--- src/rtl/dacbank_pkg.sv ---
`timescale 1ns/1ps
// Package: shared constants for the DAC register bank.
// Assumes word addressing on a 16-bit bus.
package dacbank_pkg;
    localparam int NUM_CH    = 4;
    localparam int CODE_W    = 12;
    localparam int BUS_W     = 16;
    localparam int ADDR_W    = 4;

    // Word address map
    localparam int ADR_MODE      = 0;
    localparam int ADR_RANGE     = 1;
    localparam int ADR_DATA_UPD  = 2;
    localparam int ADR_DATA_BASE = 4;

    // Mode register bits
    localparam int MODE_EN_BIT  = 1;
    localparam int MODE_BUF_BIT = 0;

    // Range word: channel A at the top bit of each field, later channels below
    localparam int RNG_POL_TOP  = 7;
    localparam int RNG_GAIN_TOP = 11;

    typedef struct packed {
        logic mode_wr;
        logic rng_wr;
        logic rng_upd;
        logic data_upd;
    } strobe_t;
endpackage

--- src/rtl/dacbank_decode.sv ---
`timescale 1ns/1ps
// Module: dacbank_decode
// Turns bus strobes and a word address into per-register strobes.
// Assumes at most one of wr_en / rd_en is high in a cycle.
module dacbank_decode
    import dacbank_pkg::*;
#(
    parameter int NCH = NUM_CH,
    parameter int AW  = ADDR_W
) (
    input  logic           wr_en,
    input  logic           rd_en,
    input  logic [AW-1:0]  addr,
    output strobe_t        st,
    output logic [NCH-1:0] data_wr
);
    // Register-level strobes
    always_comb begin
        st.mode_wr  = wr_en && (int'(addr) == ADR_MODE);
        st.rng_wr   = wr_en && (int'(addr) == ADR_RANGE);
        st.rng_upd  = rd_en && (int'(addr) == ADR_RANGE);
        st.data_upd = rd_en && (int'(addr) == ADR_DATA_UPD);
    end

    // One data-write strobe per channel at consecutive addresses
    for (genvar i = 0; i < NCH; i++) begin : g_wr
        assign data_wr[i] = wr_en && (int'(addr) == ADR_DATA_BASE + i);
    end
endmodule

--- src/rtl/dacbank_channel.sv ---
`timescale 1ns/1ps
// Module: dacbank_channel
// Shadow and active code registers for one converter channel.
// Assumes write and commit strobes are single-cycle pulses.
module dacbank_channel #(
    parameter int CW = 12
) (
    input  logic          clk,
    input  logic          rst_n,
    input  logic          wr,
    input  logic [CW-1:0] wcode,
    input  logic          upd,
    input  logic          buffered,
    output logic [CW-1:0] active
);
    logic [CW-1:0] shadow_q;

    // Shadow captures every write; active follows the write directly or the commit
    always_ff @(posedge clk) begin
        if (!rst_n) begin
            shadow_q <= '0;
            active   <= '0;
        end else begin
            if (wr) shadow_q <= wcode;
            if (wr && !buffered) active <= wcode;
            else if (upd)        active <= shadow_q;
        end
    end
endmodule

--- src/rtl/dacbank_range.sv ---
`timescale 1ns/1ps
// Module: dacbank_range
// Shadow and active range word shared by all channels, plus the flag decode.
// Assumes the field slice given on rng_in spans the gain and bipolar fields.
module dacbank_range
    import dacbank_pkg::*;
#(
    parameter int NCH = NUM_CH
) (
    input  logic           clk,
    input  logic           rst_n,
    input  logic           wr,
    input  logic [RNG_GAIN_TOP:RNG_POL_TOP-NCH+1] rng_in,
    input  logic           upd,
    output logic [NCH-1:0] bipolar,
    output logic [NCH-1:0] gain
);
    localparam int LO = RNG_POL_TOP - NCH + 1;
    localparam int RW = RNG_GAIN_TOP - LO + 1;

    logic [RW-1:0] shadow_q;
    logic [RW-1:0] active_q;

    // Range word commits only on its own strobe
    always_ff @(posedge clk) begin
        if (!rst_n) begin
            shadow_q <= '0;
            active_q <= '0;
        end else begin
            if (wr)  shadow_q <= rng_in;
            if (upd) active_q <= shadow_q;
        end
    end

    // Channel i takes the bit i places below each field's top bit
    for (genvar i = 0; i < NCH; i++) begin : g_dec
        assign bipolar[i] = active_q[RNG_POL_TOP - i - LO];
        assign gain[i]    = active_q[RNG_GAIN_TOP - i - LO];
    end
endmodule

--- src/rtl/dac_shadow_bank.sv ---
`timescale 1ns/1ps
// Module: dac_shadow_bank (top)
// Bus-side register bank for four converter channels: mode register,
// per-channel shadow/active codes, shared range word, read-triggered commits.
// Assumes single-cycle bus strobes and synchronous active-low reset.
module dac_shadow_bank
    import dacbank_pkg::*;
#(
    parameter int NCH = NUM_CH,
    parameter int CW  = CODE_W,
    parameter int BW  = BUS_W,
    parameter int AW  = ADDR_W
) (
    input  logic            clk,
    input  logic            rst_n,
    input  logic            bus_wr,
    input  logic            bus_rd,
    input  logic [AW-1:0]   bus_addr,
    input  logic [BW-1:0]   bus_wdata,
    output logic [NCH*CW-1:0] dac_code_o,
    output logic [NCH-1:0]  dac_bipolar_o,
    output logic [NCH-1:0]  dac_gain_o
);
    strobe_t        st;
    logic [NCH-1:0] data_wr;
    logic           en_q;
    logic           buf_q;
    logic           unused_hi_bits;

    assign unused_hi_bits = ^bus_wdata[BW-1:RNG_GAIN_TOP+1];

    dacbank_decode #(.NCH(NCH), .AW(AW)) i_decode (
        .wr_en   (bus_wr),
        .rd_en   (bus_rd),
        .addr    (bus_addr),
        .st      (st),
        .data_wr (data_wr)
    );

    // Mode register: output enable and buffered selection
    always_ff @(posedge clk) begin
        if (!rst_n) begin
            en_q  <= 1'b0;
            buf_q <= 1'b0;
        end else if (st.mode_wr) begin
            en_q  <= bus_wdata[MODE_EN_BIT];
            buf_q <= bus_wdata[MODE_BUF_BIT];
        end
    end

    for (genvar i = 0; i < NCH; i++) begin : g_ch
        logic [CW-1:0] act;
        dacbank_channel #(.CW(CW)) i_chan (
            .clk      (clk),
            .rst_n    (rst_n),
            .wr       (data_wr[i]),
            .wcode    (bus_wdata[CW-1:0]),
            .upd      (st.data_upd),
            .buffered (buf_q),
            .active   (act)
        );
        // Disabled outputs read zero; the active register is kept
        assign dac_code_o[i*CW +: CW] = en_q ? act : '0;
    end

    dacbank_range #(.NCH(NCH)) i_range (
        .clk     (clk),
        .rst_n   (rst_n),
        .wr      (st.rng_wr),
        .rng_in  (bus_wdata[RNG_GAIN_TOP:RNG_POL_TOP-NCH+1]),
        .upd     (st.rng_upd),
        .bipolar (dac_bipolar_o),
        .gain    (dac_gain_o)
    );
endmodule

--- config.mk ---
export PLATFORM = sky130hd
export DESIGN_NAME = dac_shadow_bank
export DESIGN_NICKNAME = d
export VERILOG_FILES = /design/src/rtl/dacbank_pkg.sv /design/src/rtl/dacbank_decode.sv /design/src/rtl/dacbank_channel.sv /design/src/rtl/dacbank_range.sv /design/src/rtl/dac_shadow_bank.sv
export SDC_FILE = /design/constraint.sdc
export NUM_CORES = 1
export LEC_CHECK = 0
export ABC_AREA = 1
export BUFFER_PORTS_ARGS = -buffer_cell sky130_fd_sc_hd__buf_2
export CAP_MARGIN = 20
export CORE_UTILIZATION = 24
export DETAILED_ROUTE_END_ITERATION = 6
export PLACE_DENSITY = 0.43
export SKIP_LAST_GASP = 1
export SLEW_MARGIN = 20
export SYNTH_ARGS = -nofsm -noshare
export SYNTH_HDL_FRONTEND = slang
export SYNTH_SLANG_ARGS = --single-unit
--- constraint.sdc ---
create_clock -name clk -period 3.19 [get_ports clk]
set_clock_uncertainty 0.05 [all_clocks]
set_input_delay 0.638 -clock clk [delete_from_list [all_inputs] [get_ports clk]]
set_output_delay 0.638 -clock clk [all_outputs]
set_load 0.01 [all_outputs]
== Word-level counts from Yosys, hierarchy flattened ==
Index checks and enable logic that the tools add are counted.

* Flip-flop bits (word level): 114
* Bits of input ports: 24
* Word-level logic and storage cells: 48

* Eq/ne operators: 6
* Mux-type cells: 12
* Reduce and logical (&&, ||, !) cells: 18

{| class="wikitable"
|+ Operators with widths
! kind !! count
|-
| 2-to-1 mux 12 bit || 12
|-
| equality test 4 bit, second input constant || 4
|-
| logical AND 1 bit || 12
|-
| nonzero test 2 bit || 4
|-
| equality test 4 x 2 -> 1 bit, second input constant || 1
|-
| equality test 4 x 3 -> 1 bit, second input constant || 1
|-
| zero test 4 bit || 1
|-
| zero test 1 bit || 1
|}

== Depth between registers and ports, before layout ==
* Depth in word-level cells: 4
* Mapped depth: 8

== Cells and area by module ==
A second synthesis with hierarchy kept.

* Cells, all modules: 822
* Area total of the unflattened synthesis: 5818.1 µm²

{| class="wikitable"
|+ By module, submodules not included
! module !! times used !! cells each !! area each (µm²) !! sequential area each (µm²)
|-
| dacbank_channel || 4 || 147 || 1141.1 || 480.5
|-
| dacbank_range || 1 || 102 || 705.7 || 320.3
|-
| dac_shadow_bank || 1 || 113 || 467.9 || 40.0
|-
| dacbank_decode || 1 || 19 || 80.1 || 0.0
|}

== Worst setup path before layout ==
Ideal clock, no wire load.

* Path type: reg2out
* Start: reg en_q
* End: out dac_code_o[37]
* Arrival: 1.055 ns
* Slack: 1.447 ns
* Stages on the path, launching flop included: 5
* Buffers on the path: 2
* Cell sequence: dfxtp_1 -> clkbuf_1 -> buf_1 -> nand2_1 -> inv_1

* Cells in the longest elaborated chain, start to end: 1

{| class="wikitable"
|+ RTL lines
! what !! line !! source
|-
| from (decl) || dac_shadow_bank.sv:26 || <nowiki>logic en_q;</nowiki>
|-
| from (signal assigned) || dac_shadow_bank.sv:46 || <nowiki>en_q <= bus_wdata[MODE_EN_BIT];</nowiki>
|-
| 2-to-1 mux 12 bit || dac_shadow_bank.sv:63 || <nowiki>assign dac_code_o[i*CW +: CW] = en_q ? act : '0;</nowiki>
|-
| to (decl) || dac_shadow_bank.sv:20 || <nowiki>output logic [NCH*CW-1:0] dac_code_o,</nowiki>
|}

No other way between the ends.

== Worst setup path after layout ==
* Start: reg en_q
* End: out dac_code_o[24]

The elaborated chain is that of the path after synthesis.

==> metrics.yaml <==
status: "finished clean"
worstRegToRegCells: 4
layout.cells.non_filler: 1124
cts_root_buf: "clkbuf_16"
r2r_end: "g_ch[3].i_chan.active[7]"
grt_pass1_wl_um: 25500
multi_input_area_mm2: 0.002252
clockBufferDepth: 2
core_mm2: 0.02115
fin_crit_ns: 2.313
drc_errors: 0
whs_endpoint: "g_ch[1].i_chan.active[6]"
setup_violations: 0
wire_per_inst_um: 14.13
placed_cells: 1094
yosysMostFrequentCell: "nand2_1"
cts_tree: "yes"
power_density_mw_per_mm2: 544.0
internal-power_uw: 2678
globalRouteTotalUtil_pct: 15.18
gp_congestion: 0.7358
num_rows: 53
grt_max_degree: 43
ctsHoldBuffers: 0
r2r-start: "buf_q"
ys_warn_count: 0
via_count: 4893
clkPwrFrac_pct: 52.6
cts_setup_buffers: 0
pwr-share-comb_pct: 4.9
leakagePower_uw: 0.003170
insertedDiodeCount: 0
synth-edff-count: 0
vdd_ir_drop_max_v: 0.0003672
cp.arrival_ns: 1.63
period_share_pct: 72.52
start_util_pct: 24.70
die_x_um: 149.6
slew_violations: 0
min_path_cells: 2
clk_pin_slew_ns: 0.05
fill_cells: 2376
holdCritPathClass: "register to register"
num-nets-final: 862
drt-pass1-iter-count: 5
crit_type: "register to output port"
hold_violations: 0
fin_area_mm2: 0.006340
numCtsBuffers: 17
ioPinCount: 80
syn_to_final_growth_pct: 21.34
cts_sinks: 114
place_area_mm2: 0.005773
synthTopCellsByCount: "nand2_1, nor2_1, dfxtp_1"
syn-num-nets: 812
synth.ff_latch_count: 114
syn_inst: 788
synth_cell_types: 19
fp.dieH_um: 149.6
p_sw_uw: 771.2
critPathCaptureType: "output port"
die_area_mm2: 0.02237
cp.required_ns: 2.50
drt_iter0_markers: 297
synth_area_per_cell_um2: 6.631
post-route-util_pct: 29.97
drt_wl_total_um: 15890
cts_resized: 0
p_seq_share_pct: 42.5
synth_top_area_share_pct: 43.68
slew_headroom_pct: 52.50
startpoint_type: "register"
crit_start: "en_q"
rsz0062_at_grt: "no"
seq_area_mm2: 0.002283
netlist_area_mm2: 0.005225
synth_ff_type: "dfxtp_1"
max_freq_ghz: 0.4323
synth_top_cell_by_area: "dfxtp_1"
gr-total-overflow: 0
seq_area_frac_synth_pct: 43.68
hp-start: "g_ch[1].i_chan.active[6]"
cap_viol_max_count: 0
clk_latency_ns: 0.42
portBuffers: 75
synthTopCellsByArea: "dfxtp_1, nand2_1, nor2_1"
p_sw_share_pct: 22.36
grt_pass1_vias: 4664
place_hpwl_um: 10210
drive_gt1_share_pct: 15.31
ys_async_sr_fraction_pct: 0
reg2reg_setup_slack_ns: 1.51
postRouteAntennaNets: 0
antenna_found_initial: 0
via_per_inst: 4.353
tightest_slew_ns: 0.7125
htree_levels: 4
fin_setup_tns_ns: 0
worstPathMaxFanout: 38
## worst max path at each step
stage	cells after the start	endpoint
after detailed placement	7	g_ch[2].i_chan.active[5]
final	4	dac_code_o[24]
after floorplan	4	dac_code_o[37]
after CTS	4	dac_code_o[47]
after global routing	4	dac_code_o[47]
after global placement	7	g_ch[2].i_chan.active[11]
## cell type report
cell class                 instances  area share, %
inverter                         108          6.394
timing repair buffer              90          7.697
clock buffer                      26          8.190
clock inverter                     4         0.7500
sequential                       114          36.02
tap                              275          5.427
multi-input combinational        507          35.52
## power by group through the flow
stage	Sequential (µW)	Clock [µW]	Combinational [µW]
detailed placement	1500	0	169
finish	1470	1810	168
floorplan	1490	0	106
CTS	1470	1860	170
global placement	1500	0	170
global route	1470	1930	188
## cell families (layout without fill, tap and decap cells)
kind of cell           Yosys count  in the layout  synth area share [%]
AOI/OAI and AO/OA              116            116                 11.11
buffers and inverters          167            228                 13.22
DFF                            114            114                 43.68
and+or+nand+nor                391            391                 31.99
## state kept, by name, indices dropped and copies added (netlist names)
name / flops
g_ch.i_chan.shadow_q: 48
g_ch.i_chan.active: 48
i_range.active_q: 8
i_range.shadow_q: 8
buf_q: 1
en_q: 1
## placed cells by master (no fill, tap or decap), drive strengths merged, types with 2 or more instances in the layout
cell	n
a21oi	50
buf	90
clkbuf	26
clkinv	2
dfxtp	114
inv	108
nand2	153
nand3	96
nand3b	3
nand4	3
nor2	136
o21ai	66
## layer usage
layer / global-route usage (%) / up-vias / share of wire (%)
li1: - / 2543 / -
met1: 21.05 / 2241 / 51
met2: 22.85 / 96 / 43
met3: 3.811 / 13 / 4.4
met4: 4.643 / 0 / 1.4
met5: 0 / - / 0
## per-stage QoR
| stage | hold slack (ns) | worst slack [ns] | power, µW |
|---|---|---|---|
| finish | 0.4346 | 0.8767 | 3449 |
| global route | 0.4525 | 0.7293 | 3584 |
| CTS | 0.4375 | 0.8126 | 3494 |
| detailed placement | 0.4277 | 1.015 | 1664 |
| global placement | 0.4213 | 1.007 | 1665 |
| floorplan | 0.4058 | 1.447 | 1598 |
## worst max-delay path, cell delays in order, from the launching register on
cell and delay, ns:
dfxtp_2 0.47, buf_4 0.42, nand2_1 0.12, inv_1 0.07, buf_2 0.12
Note: power is estimated with default switching activity, not from simulation.
